### src/rtl/mc16_pkg.sv
package mc16_pkg;

  typedef enum logic [1:0] {
    ST_RESET = 2'd0,
    ST_LOAD  = 2'd1,
    ST_EXEC  = 2'd2
  } ctl_state_e;

  // strobes from control to datapath
  typedef struct packed {
    logic irLoad;
    logic wrA;
    logic wrB;
    logic wrC;
    logic selAlu;
    logic pcInc;
    logic pcJump;
  } dp_strobe_t;

  localparam logic [3:0] OP_LDA = 4'b0100;
  localparam logic [3:0] OP_LDB = 4'b0101;
  localparam logic [3:0] OP_LDC = 4'b0110;
  localparam logic [3:0] OP_JMP = 4'b0111;

endpackage

### src/rtl/mc16_alu.sv
module mc16_alu #(
  parameter int W = 16
) (
  input  logic [3:0]   op,
  input  logic [W-1:0] a,
  input  logic [W-1:0] b,
  output logic [W-1:0] y
);

  logic [2*W-1:0] prod;
  logic [W-1:0]   arithY;
  logic [W-1:0]   logicY;

  always_comb prod = {{W{1'b0}}, a} * {{W{1'b0}}, b};

  // mode 0: arithmetic
  always_comb begin
    case (op[2:0])
      3'b000:  arithY = a + b;
      3'b001:  arithY = prod[W-1:0];
      3'b010:  arithY = a - b;
      3'b011:  arithY = (b == '0) ? '1 : a / b;
      default: arithY = '0;
    endcase
  end

  // mode 1: bitwise logic
  always_comb begin
    case (op[2:0])
      3'b000:  logicY = a & b;
      3'b001:  logicY = a | b;
      3'b010:  logicY = ~(a & b);
      3'b011:  logicY = ~(a | b);
      3'b100:  logicY = ~a;
      3'b101:  logicY = ~b;
      3'b110:  logicY = a ^ b;
      default: logicY = ~(a ^ b);
    endcase
  end

  assign y = op[3] ? logicY : arithY;

endmodule

### src/rtl/mc16_dstore.sv
module mc16_dstore #(
  parameter int AW = 12,
  parameter int DW = 16,
  parameter logic [DW-1:0] MULT = 16'h9E37
) (
  input  logic [AW-1:0] addr,
  output logic [DW-1:0] rdata
);

  localparam int PAD = DW - AW;

  logic [DW-1:0] addrExt;

  // contents are a fixed product of the address, so no storage array
  assign addrExt = {{PAD{1'b0}}, addr};
  assign rdata   = addrExt * MULT;

endmodule

### src/rtl/mc16_ctrl.sv
module mc16_ctrl
  import mc16_pkg::*;
#(
  parameter int OP_W = 4
) (
  input  logic            clk,
  input  logic            rst,
  input  logic [OP_W-1:0] opcode,
  output dp_strobe_t      strobe
);

  ctl_state_e state, stateNext;

  always_ff @(posedge clk) begin
    if (rst) state <= ST_RESET;
    else     state <= stateNext;
  end

  always_comb begin
    case (state)
      ST_RESET: stateNext = ST_LOAD;
      ST_LOAD:  stateNext = ST_EXEC;
      default:  stateNext = ST_LOAD;
    endcase
  end

  always_comb begin
    strobe = '0;
    case (state)
      ST_LOAD: strobe.irLoad = 1'b1;
      ST_EXEC: begin
        case (opcode)
          OP_LDA: begin strobe.wrA = 1'b1; strobe.pcInc = 1'b1; end
          OP_LDB: begin strobe.wrB = 1'b1; strobe.pcInc = 1'b1; end
          OP_LDC: begin strobe.wrC = 1'b1; strobe.pcInc = 1'b1; end
          OP_JMP: strobe.pcJump = 1'b1;
          default: begin
            strobe.wrC    = 1'b1;
            strobe.selAlu = 1'b1;
            strobe.pcInc  = 1'b1;
          end
        endcase
      end
      default: strobe = '0;
    endcase
  end

  a_r1_reset_enters_reset: assert property (@(posedge clk)
    rst |=> state == ST_RESET);

  a_r2_reset_then_load: assert property (@(posedge clk) disable iff (rst)
    state == ST_RESET |=> state == ST_LOAD);

  a_r2_load_then_exec: assert property (@(posedge clk) disable iff (rst)
    state == ST_LOAD |=> state == ST_EXEC);

  a_r2_exec_then_load: assert property (@(posedge clk) disable iff (rst)
    state == ST_EXEC |=> state == ST_LOAD);

  a_r5_pc_single_source: assert property (@(posedge clk) disable iff (rst)
    $onehot0({strobe.pcInc, strobe.pcJump}));

endmodule

### src/rtl/mc16_datapath.sv
module mc16_datapath
  import mc16_pkg::*;
#(
  parameter int DATA_W = 16,
  parameter int ADDR_W = 12,
  parameter int OP_W   = 4,
  localparam int INSTR_W = OP_W + ADDR_W
) (
  input  logic               clk,
  input  logic               rst,
  input  dp_strobe_t         strobe,
  input  logic [INSTR_W-1:0] imemData,
  output logic [OP_W-1:0]    opcode,
  output logic [ADDR_W-1:0]  pc,
  output logic [DATA_W-1:0]  regA,
  output logic [DATA_W-1:0]  regB,
  output logic [DATA_W-1:0]  regC
);

  logic [INSTR_W-1:0] ir;
  logic [ADDR_W-1:0]  addrField;
  logic [DATA_W-1:0]  memData;
  logic [DATA_W-1:0]  aluY;
  logic [DATA_W-1:0]  cNext;

  assign opcode    = ir[INSTR_W-1:ADDR_W];
  assign addrField = ir[ADDR_W-1:0];

  mc16_dstore #(.AW(ADDR_W), .DW(DATA_W)) uStore (
    .addr  (addrField),
    .rdata (memData)
  );

  mc16_alu #(.W(DATA_W)) uAlu (
    .op (opcode),
    .a  (regA),
    .b  (regB),
    .y  (aluY)
  );

  assign cNext = strobe.selAlu ? aluY : memData;

  always_ff @(posedge clk) begin
    if (rst)                ir <= '0;
    else if (strobe.irLoad) ir <= imemData;
  end

  always_ff @(posedge clk) begin
    if (rst) begin
      regA <= '0;
      regB <= '0;
      regC <= '0;
    end else begin
      if (strobe.wrA) regA <= memData;
      if (strobe.wrB) regB <= memData;
      if (strobe.wrC) regC <= cNext;
    end
  end

  always_ff @(posedge clk) begin
    if (rst)                pc <= '0;
    else if (strobe.pcJump) pc <= addrField;
    else if (strobe.pcInc)  pc <= pc + 1'b1;
  end

  a_r1_state_cleared: assert property (@(posedge clk) disable iff (rst)
    $past(rst) |-> (pc == '0 && regA == '0 && regB == '0 && regC == '0 && ir == '0));

  a_r3_ir_holds: assert property (@(posedge clk) disable iff (rst)
    !strobe.irLoad |=> $stable(ir));

  a_r4_load_a_from_store: assert property (@(posedge clk) disable iff (rst)
    strobe.wrA |=> regA == $past(memData));

  a_r5_jump_target: assert property (@(posedge clk) disable iff (rst)
    strobe.pcJump |=> (pc == $past(addrField) && $stable(regA) && $stable(regB) && $stable(regC)));

  a_r6_alu_keeps_operands: assert property (@(posedge clk) disable iff (rst)
    strobe.selAlu |=> ($stable(regA) && $stable(regB)));

  a_r8_pc_step: assert property (@(posedge clk) disable iff (rst)
    strobe.pcInc |=> pc == $past(pc) + 1'b1);

endmodule

### src/rtl/mc16_core.sv
module mc16_core
  import mc16_pkg::*;
#(
  parameter int DATA_W = 16,
  parameter int ADDR_W = 12,
  parameter int OP_W   = 4,
  localparam int INSTR_W = OP_W + ADDR_W
) (
  input  logic               clk,
  input  logic               rst,
  output logic [ADDR_W-1:0]  imemAddr,
  input  logic [INSTR_W-1:0] imemData,
  output logic [DATA_W-1:0]  regA,
  output logic [DATA_W-1:0]  regB,
  output logic [DATA_W-1:0]  regC,
  output logic [ADDR_W-1:0]  pcOut
);

  dp_strobe_t        strobe;
  logic [OP_W-1:0]   opcode;
  logic [ADDR_W-1:0] pc;

  mc16_ctrl #(.OP_W(OP_W)) uCtrl (
    .clk    (clk),
    .rst    (rst),
    .opcode (opcode),
    .strobe (strobe)
  );

  mc16_datapath #(.DATA_W(DATA_W), .ADDR_W(ADDR_W), .OP_W(OP_W)) uDp (
    .clk      (clk),
    .rst      (rst),
    .strobe   (strobe),
    .imemData (imemData),
    .opcode   (opcode),
    .pc       (pc),
    .regA     (regA),
    .regB     (regB),
    .regC     (regC)
  );

  assign imemAddr = pc;
  assign pcOut    = pc;

endmodule

### config.mk
export PLATFORM = sky130hd
export DESIGN_NAME = mc16_core
export DESIGN_NICKNAME = d
export VERILOG_FILES = /design/src/rtl/mc16_pkg.sv /design/src/rtl/mc16_alu.sv /design/src/rtl/mc16_dstore.sv /design/src/rtl/mc16_ctrl.sv /design/src/rtl/mc16_datapath.sv /design/src/rtl/mc16_core.sv
export SDC_FILE = /design/constraint.sdc
export NUM_CORES = 1
export LEC_CHECK = 0
export ABC_AREA = 0
export BUFFER_PORTS_ARGS = -buffer_cell sky130_fd_sc_hd__buf_2
export CORE_UTILIZATION = 35
export DETAILED_ROUTE_END_ITERATION = 7
export GPL_TIMING_DRIVEN = 1
export SLEW_MARGIN = 15
export SYNTH_ARGS = -nofsm -noshare
export SYNTH_HDL_FRONTEND = slang
export SYNTH_HIERARCHICAL = 1
export SYNTH_SLANG_ARGS = --single-unit
export TNS_END_PERCENT = 10
### constraint.sdc
create_clock -name clk -period 24.7 [get_ports clk]
set_clock_uncertainty 0.2 [all_clocks]
set_input_delay 1.235 -clock clk [delete_from_list [all_inputs] [get_ports clk]]
set_output_delay 1.235 -clock clk [all_outputs]
set_load 0.03 [all_outputs]
## After elaboration in Yosys (flattened, before gate mapping)

Cells that the tools add are included.

- Memories: 0
- Bits of input ports: 18
- Register bits after elaboration: 78
- Logic and storage cells: 53
- Output and inout port bits: 72
- Bits in latches: 0
- RAM bits: 0
- ROM bits: 0

- Add/sub/neg operators: 3
- Bitwise logic cells: 8
- Equal/unequal tests: 12
- Multiplexer cells: 16
- Div/mod/pow operators: 1
- Order comparisons: 0
- Shift-type cells: 0
- Multiply operators: 2
- Reduce and logical (&&, ||, !) cells: 5

Operators by type and width:

| cell | count |
|---|---|
| case mux 16 bit (7 select lines) | 1 |
| inverter 16 bit | 5 |
| case mux 16 bit (4 select lines) | 1 |
| 2-to-1 mux 16 bit | 3 |
| 2-to-1 mux 12 bit | 2 |
| adder 16 bit | 1 |
| AND 16 bit | 1 |
| divider 16 x 16 -> 16 bit | 1 |
| equality test 4 x 3 -> 1 bit (second input constant) | 4 |
| logical NOT 16 bit | 1 |
| multiplier 12 x 16 -> 16 bit (second input constant) | 1 |
| multiplier 16 x 16 -> 16 bit | 1 |
| OR 16 bit | 1 |
| subtractor 16 bit | 1 |
| XOR 16 bit | 1 |
| adder 12 x 1 -> 12 bit (second input constant) | 1 |
| equality test 3 bit (second input constant) | 3 |
| 2-to-1 mux 1 bit | 7 |
| equality test 3 x 2 -> 1 bit (second input constant) | 2 |
| 2-to-1 mux 6 bit | 1 |
| OR reduction 4 bit | 1 |
| equality test 3 x 1 -> 1 bit (second input constant) | 1 |
| logical NOT 3 bit | 1 |
| OR reduction 3 bit | 1 |
| 4 further kinds | 4 |

## Logic depth before layout (Yosys ltp)

Gate-level depths: netlist of run 1.

- Word-level depth: 6
- Gate-level depth with buffers: 140
- Mapped depth without buffers: 128

## Modules after synthesis

The synthesis of run 1 kept the hierarchy.

By module, submodules not included:

| module | cells an instance | seq. area each (um2) | instances | area an instance (um2) |
|---|---|---|---|---|
| mc16_alu | 1855 | 0.0 | 1 | 13300.3 |
| mc16_datapath | 312 | 1521.5 | 1 | 3072.9 |
| mc16_dstore | 213 | 0.0 | 1 | 2073.2 |
| mc16_ctrl | 17 | 40.0 | 1 | 137.6 |
| mc16_core | 12 | 0.0 | 1 | 90.1 |

## Least setup slack after synthesis of run 1

No wires, ideal clock.

- Path kind: register to register
- Start point: register uDp.regB[0]
- End point: register uDp.regC[0]
- Setup time: 0.137 ns
- Data required time: 24.363 ns
- Buffers on the path: 10
- Cell stages (with the launch flop): 127
- Period minus slack after synthesis: 27.020 ns
- Arrival time: 26.682 ns
- Setup slack: -2.320 ns
- Cells stage by stage: dfxtp_1 > clkbuf_1 > clkinv_1 > ha_1 > o21ai_0 > nor4_1 > nor2_1 > a21oi_1 > ha_1 > o21a_1 > or2_2 > a21oi_1 > o22ai_1 > o41ai_1 > ha_1 > a21oi_1 > nand2_1 > and2_1 > [... 91 more ...] > o21a_1 > o21ai_0 > o41a_1 > a41o_1 > clkbuf_1 > mux2_2 > ha_1 > o21a_1 > o21a_1 > o21a_1 > o21a_1 > o21ai_0 > nand2b_1 > a21oi_1 > o31ai_1 > o2bb2ai_1 > mux2i_1 > a211oi_1

- Cells in the longest elaborated chain, start to end: 5
- Elaborated cells on any way between the ends: 17
- Classes of those cells: add/sub: 2; mul: 1; div: 1; mux: 5; bitwise: 7; reduce/logical: 1

Ends and longest elaborated chain:

| what | RTL line | source |
|---|---|---|
| start, declared | mc16_datapath.sv:16 | `output logic [DATA_W-1:0] regB,` |
| start signal, assigned | mc16_datapath.sv:55 | `if (strobe.wrB) regB <= memData;` |
| divider 16 x 16 -> 16 bit (tied with other cells) | mc16_alu.sv:22 | `3'b011: arithY = (b == '0) ? '1 : a / b;` |
| 2-to-1 mux 16 bit (tied with other cells) | mc16_alu.sv:22 |  |
| case mux 16 bit (4 select lines) or case mux 16 bit (7 select lines) (tied branches) | mc16_alu.sv:18, mc16_alu.sv:29 |  |
| 2-to-1 mux 16 bit (*) | mc16_alu.sv:41 | `assign y = op[3] ? logicY : arithY;` |
| named net uDp.aluY[0] | mc16_datapath.sv:23 | `logic [DATA_W-1:0] aluY;` |
| 2-to-1 mux 16 bit (*) | mc16_datapath.sv:41 | `assign cNext = strobe.selAlu ? aluY : memData;` |
| end signal, assigned | mc16_datapath.sv:56 | `if (strobe.wrC) regC <= cNext;` |
| end, declared | mc16_datapath.sv:17 | `output logic [DATA_W-1:0] regC` |

Mark *: on every way through the listed nets, which the timed path passes. The rest lies on a longest branch.
A chain may end at the register's enable or synchronous reset.

## Final worst setup path of run 1

- Start point: register uDp.regB[3]
- End point: register uDp.regC[0]

- Cells in the longest elaborated chain, start to end: 5
- Elaborated cells on any way between the ends: 6
- Classes of those cells: div: 1; mux: 4; reduce/logical: 1

Ends and longest elaborated chain:

| what | RTL line | source |
|---|---|---|
| divider 16 x 16 -> 16 bit or logical NOT 16 bit (tied branches) | mc16_alu.sv:22 |  |
| 2-to-1 mux 16 bit (*) | mc16_alu.sv:22 |  |
| case mux 16 bit (4 select lines) (*) | mc16_alu.sv:18 | `case (op[2:0])` |
| 2-to-1 mux 16 bit (*) | mc16_alu.sv:41 |  |
| named net uDp.aluY[0] | mc16_datapath.sv:23 |  |
| 2-to-1 mux 16 bit (*) | mc16_datapath.sv:41 |  |

Marked as above.

==> flow_summary.ini, run 1 <==
[clocking]
clockRootBuffer = sky130_fd_sc_hd__clkbuf_16
total_number_of_h_tree_levels = 3
total_clock_sinks = 78
numCtsBuffers = 9
holdBufCountCts = 0
clkSlewWorstSetupHoldPaths_ns = 0.07
cts.path.max_buffers = 2
cts_tree = yes
clk_latency_ns = 0.35

[sta]
final.min_clock_period_ns = 24.82
highest_clock_rate_ghz = 0.0403
drv_slew = 0
grt_setup_unrepaired = yes
maxSlewHeadroom_pct = 23.9
setup_viol = 1
final_critical_path_setup_slack_ns = -0.120
worst_slew_pin_slew_ns = 1.14
hold_violations = 0
finalCritPeriodShare_pct = 100

[synthesis]
synth_enable_flop_cells = 0
synth.net_count = 2834
synth_area_leaders = sky130_fd_sc_hd__ha_1 (19%), sky130_fd_sc_hd__fa_1 (13%), sky130_fd_sc_hd__dfxtp_1 (8.4%), sky130_fd_sc_hd__xnor2_1 (6.5%), sky130_fd_sc_hd__nor2_1 (5.5%)
ys.warnings.count = 6
yosysTopAreaCell = sky130_fd_sc_hd__ha_1
synth_largest_type_area_fraction_pct = 19.1
synth-main-ff-cell = sky130_fd_sc_hd__dfxtp_1
synth_cell_types = 93
synth-seq-cells = 78
asyncSetResetFlopFracSynth_pct = 0
postSynthCellCount = 2409
post_synth.cell_area_avg_um2 = 7.75
synth.cell_area_mm2 = 0.0187
yosysSeqAreaShare_pct = 8.36

[final_layout]
n_antenna_cell = 0
design.final.nets = 3280
area_growth_syn_to_layout_pct = 31.2
fillerInstances = 5148
finalInstanceArea_mm2 = 0.0245
layout-drive-gt1-share_pct = 28.2
post-route-util_pct = 46.5

[setup_path]
crit_cells = 119
max_stage_delay_ns = 0.55
cpMostUsedCell = sky130_fd_sc_hd__ha_1
critPathSlowestCell = sky130_fd_sc_hd__or4_4
rr_worst_depth = 119
regToRegStartpoint = uDp/regB[3]
ff2ff_setup_slack_ns = -0.12
critical_path_class = reg2reg
setup.worst_path.end_class = flop
regToRegEndpoint = uDp/regC[0]
timing.critical_path.arrival_ns = 24.80
critPathRequiredTime_ns = 24.68
path_delay_family = compound AO/OA/AOI/OAI gates
setup.worst_path.start_class = flop
critical_path_buf_inv_count = 10
crit_fanout = 7

[worst_hold_path]
worst_hold_path_type = reg2reg
hold_path_depth = 2
hold_end = uDp/regC[8]
hold_start = uDp/regC[8]

[route]
detail_route.iter0.violations = 1674
detail_route.vias_per_cell = 5.59
drc = 0
detailroute.via_count = 19800
routed_wl_um = 73500
avg_wl_per_cell_um = 20.7
route.antenna.remaining_nets = 0
drt-pass1-iter-count = 5

[die]
design.core.area_mm2 = 0.0527
die_width_um = 233
dieArea_mm2 = 0.0543
initial_utilization_pct = 35.5
io_pins = 90
std_cell_rows = 84
fp.dieH_um = 233

[global_route]
antenna_found_initial = 1
grt_overflow_total = 0
first_global_vias = 19300
gr-usage-all-layers_pct = 26.0
grt_start_max_net_pins = 80
grt_first_pass_wirelength_um = 109000

[place]
dp_hpwl_um = 55400
dpl-instance-area_mm2 = 0.0227
port_buffers = 89
gp_routability_congestion = 0.935

[job]
timing.max_cap.violations = 0

[run_status]
failing_checks = negative setup slack
outcome = finished, violations left
-- sequential cells by signal (all words and copies together), names as in the netlist --
signal	flops
uCtrl/state	2
uDp/ir	16
uDp/pc	12
uDp/regA	16
uDp/regB	16
uDp/regC	16
-- stage by stage --
step	setup TNS [ns]	setup slack, ns	hold slack [ns]	instances
2_1_floorplan	0	0.0201	0.282	2409
3_3_place_gp	-0.166	-0.166	0.269	3474
3_5_place_dp	-0.718	-0.718	0.275	3474
4_1_cts	0	0.00204	0.293	3494
5_1_grt	-1.25	-1.16	0.314	3548
6_report	-0.120	-0.120	0.290	3548
-- cells by family (layout without fill, tap and decap cells) --
family	count (synthesis)	after routing	share of synthesized area (%)
muxes	98	98	5.37
adders and majority gates	407	407	32.2
buffers and inverters	376	826	8.11
and+or+nand+nor	706	706	17.3
DFF	78	78	8.36
xor gates and xnor gates	187	187	8.77
AOI/OAI and AO/OA	557	558	20.0
-- final cells by class --
| cell class | count | area, µm² | area share [%] |
|---|---|---|---|
| clock buffer | 9 | 225 | 0.919 |
| timing repair buffer | 561 | 4110 | 16.8 |
| multi-input combinational | 1956 | 16700 | 68.2 |
| inverter | 249 | 951 | 3.88 |
| tap | 688 | 861 | 3.51 |
| sequential | 78 | 1570 | 6.41 |
| clock inverter | 7 | 70.1 | 0.286 |
-- how the worst max path moves through the flow --
stage | endpoint | from | slack [ns]
after floorplan | uDp/regC[0] | uDp/regB[3] | 0.02
after global placement | uDp/regC[0] | uDp/regB[5] | -0.17
after detailed placement | uDp/regC[0] | uDp/regB[5] | -0.72
after CTS | uDp/regC[0] | uDp/regB[5] | 0.002
after global routing | uDp/regC[0] | uDp/regB[3] | -1.16
final | uDp/regC[0] | uDp/regB[3] | -0.12
-- tightest hold or removal path, stage by stage (launching register included) --
cell and delay [ns]:
sky130_fd_sc_hd__dfxtp_1 0.31, sky130_fd_sc_hd__nor2_1 0.08, sky130_fd_sc_hd__a211oi_1 0.05
-- cells in the mapped netlist (17+ instances only) --
| library cell | instances |
|---|---|
| sky130_fd_sc_hd__dfxtp_1 | 78 |
| sky130_fd_sc_hd__or2_2 | 17 |
| sky130_fd_sc_hd__ha_1 | 285 |
| sky130_fd_sc_hd__a211oi_1 | 23 |
| sky130_fd_sc_hd__inv_1 | 240 |
| sky130_fd_sc_hd__buf_4 | 19 |
| sky130_fd_sc_hd__fa_1 | 122 |
| sky130_fd_sc_hd__a21o_1 | 54 |
| sky130_fd_sc_hd__clkbuf_1 | 81 |
| sky130_fd_sc_hd__or3_1 | 21 |
| sky130_fd_sc_hd__nand3_1 | 33 |
| sky130_fd_sc_hd__nor3_1 | 52 |
| sky130_fd_sc_hd__nand2_1 | 200 |
| sky130_fd_sc_hd__mux2_2 | 17 |
| sky130_fd_sc_hd__a31oi_1 | 25 |
| sky130_fd_sc_hd__a21oi_1 | 148 |
| sky130_fd_sc_hd__o21a_1 | 36 |
| sky130_fd_sc_hd__o21ai_0 | 94 |
| sky130_fd_sc_hd__o211ai_1 | 34 |
| sky130_fd_sc_hd__xnor2_1 | 138 |
| sky130_fd_sc_hd__mux2i_1 | 81 |
| sky130_fd_sc_hd__xor2_1 | 49 |
| sky130_fd_sc_hd__nor2_1 | 275 |
-- per-layer routing --
layer,routed length (µm),up-vias,share of wire (%),global-route usage [%]
met4,2660,0,3.6,7.66
met5,0,-,0,0
met1,31700,9682,43,34.8
met3,5210,177,7.1,3.15
li1,-,9241,-,-
met2,34000,741,46,43.5
-- cells in the final DEF, fill, tap and decap left out, drive strengths merged, types with 18 or more instances in the layout --
| master | count |
|---|---|
| o211ai | 35 |
| nand2 | 200 |
| xnor2 | 138 |
| xor2 | 49 |
| a211oi | 24 |
| a21oi | 151 |
| inv | 250 |
| a21o | 55 |
| nor3 | 53 |
| dfxtp | 78 |
| buf | 559 |
| a31oi | 26 |
| or3 | 22 |
| nor2 | 275 |
| fa | 122 |
| o21a | 36 |
| nand3 | 33 |
| or2 | 18 |
| mux2i | 81 |
| o21ai | 99 |
| ha | 285 |
-- timing repair --
item                       CTS  global route
gates cloned                 0             3
setup endpoints to repair    1             2
pin swaps                   12           128
buffers inserted             4            51
resized for setup           35           173
Power of run 1 is not shown: default switching activity piles up to over one toggle a cycle in this logic, so the estimate is an artifact.
==> run 2, diff against run 1 <==
--- a/config.mk
+++ b/config.mk
@@ -10,6 +10,7 @@
 export CORE_UTILIZATION = 35
 export DETAILED_ROUTE_END_ITERATION = 7
 export GPL_TIMING_DRIVEN = 1
+export PLACE_DENSITY = 0.62
 export SLEW_MARGIN = 15
 export SYNTH_ARGS = -nofsm -noshare
 export SYNTH_HDL_FRONTEND = slang
==> run 2 against run 1 <==
Compared with the run above: the run now ends clean; via count increased by 1.2%; cell count grew 0.93%; count of clock-buffer cells in the layout unchanged; wire length rose by 1.1%; critical path type unchanged; critical endpoint unchanged; largest cell class unchanged.
==> flow_summary.ini, run 2 (synthesis results as in run 1) <==
[setup_path]
cpMostUsedCell = sky130_fd_sc_hd__a21oi_4
setup.worst_path.start_class = flop
ff2ff_setup_slack_ns = 0.11
timing.critical_path.arrival_ns = 24.59
path_delay_family = compound AO/OA/AOI/OAI gates
regToRegStartpoint = uDp/regB[3]
critical_path_class = reg2reg
rr_worst_depth = 122
crit_fanout = 7
critical_path_buf_inv_count = 12
max_stage_delay_ns = 0.55
critPathSlowestCell = sky130_fd_sc_hd__or4_4
setup.worst_path.end_class = flop
regToRegEndpoint = uDp/regC[0]
critPathRequiredTime_ns = 24.69
crit_cells = 122

[global_route]
antenna_found_initial = 1
grt_first_pass_wirelength_um = 111000
grt_overflow_total = 0
grt_start_max_net_pins = 80
gr-usage-all-layers_pct = 26.4
first_global_vias = 19700

[final_layout]
design.final.nets = 3313
finalInstanceArea_mm2 = 0.0253
ff_latch_area_mm2 = 0.00157
layout.cells.most_common_list = sky130_fd_sc_hd__buf_4 (478), sky130_fd_sc_hd__nor2_1 (256), sky130_fd_sc_hd__ha_1 (244), sky130_fd_sc_hd__inv_1 (238), sky130_fd_sc_hd__nand2_1 (187)
combined_area_of_the_multi_input_logic_cells_mm2 = 0.0173
post-route-util_pct = 48.0
area_growth_syn_to_layout_pct = 35.5
fillerInstances = 5013
final_common_cell = sky130_fd_sc_hd__buf_4
layout-drive-gt1-share_pct = 31.3
n_antenna_cell = 0

[sta]
grt_setup_unrepaired = yes
setup_viol = 0
worst_slew_pin_slew_ns = 1.19
final.min_clock_period_ns = 24.59
hold-worst-slack_ns = 0.286
finalCritPeriodShare_pct = 99.6
highest_clock_rate_ghz = 0.0407
hold_violations = 0
drv_slew = 0
maxSlewHeadroom_pct = 20.6

[die]
io_pins = 90
fp.dieH_um = 233
design.core.area_mm2 = 0.0527
initial_utilization_pct = 35.5
std_cell_rows = 84
die_width_um = 233
dieArea_mm2 = 0.0543

[place]
gp_routability_congestion = 0.963
dpl-instance-area_mm2 = 0.0226
dp_hpwl_um = 55200
port_buffers = 89

[route]
routed_wl_um = 74300
avg_wl_per_cell_um = 20.8
route.antenna.remaining_nets = 0
drc = 0
detailroute.via_count = 20100
drt-pass1-iter-count = 5
detail_route.vias_per_cell = 5.61
detail_route.iter0.violations = 1783

[clocking]
cts_tree = yes
total_clock_sinks = 78
clkSlewWorstSetupHoldPaths_ns = 0.07
total_number_of_h_tree_levels = 3
clk_latency_ns = 0.35
clockRootBuffer = sky130_fd_sc_hd__clkbuf_16
holdBufCountCts = 0
cts.path.max_buffers = 2
numCtsBuffers = 9

[worst_hold_path]
worst_hold_path_type = reg2reg
hold_path_depth = 2
hold_start = uDp/regC[5]
hold_end = uDp/regC[5]

[job]
timing.max_cap.violations = 0

[run_status]
outcome = complete, no violations
[run 2: how the worst max path moves through the flow]
stage | start | endpoint | slack (ns)
floorplan | uDp/regB[3] | uDp/regC[0] | 0.02
global placement | uDp/regB[5] | uDp/regC[0] | -0.62
detailed placement | uDp/regB[5] | uDp/regC[0] | -1.22
CTS | uDp/regB[0] | uDp/regC[0] | 0.008
global route | uDp/regB[3] | uDp/regC[0] | -0.96
finish | uDp/regB[3] | uDp/regC[0] | 0.11
[run 2: what timing repair did]
| item | in CTS | in global routing |
|---|---|---|
| pin swaps | 60 | 180 |
| cloned | 1 | 0 |
| buffers inserted | 39 | 64 |
| resized for setup | 92 | 230 |
| setup endpoints to repair | 2 | 2 |
[run 2: metrics by stage]
stage	TNS (ns)	setup WS [ns]	cells
after floorplan	0	0.0201	2409
final	0	0.106	3581
after detailed placement	-1.35	-1.22	3464
after CTS	0	0.00792	3519
after global placement	-0.616	-0.616	3464
after global routing	-0.958	-0.958	3581
[run 2: cell type report]
cell class / count / share of cell area, %
Tap cell: 688 / 3.40
Multi-Input combinational cell: 1956 / 68.3
Inverter: 249 / 3.76
Timing Repair Buffer: 594 / 17.2
Sequential cell: 78 / 6.20
Clock buffer: 9 / 0.890
Clock inverter: 7 / 0.317
[run 2: layer usage]
metal	track usage [%]	routed length, µm	vias to the layer above
li1	-	-	9320
met2	44.2	34600	800
met3	3.05	5300	180
met5	0	9	-
met1	35.1	31500	9775
met4	8.64	2910	2
[run 2: worst min-delay path, cell delays in order, from the launching register on]
cell and delay (ns):
sky130_fd_sc_hd__dfxtp_1 0.31, sky130_fd_sc_hd__nor2_1 0.08, sky130_fd_sc_hd__a211oi_1 0.05
Power of run 2 is left out for the same reason.
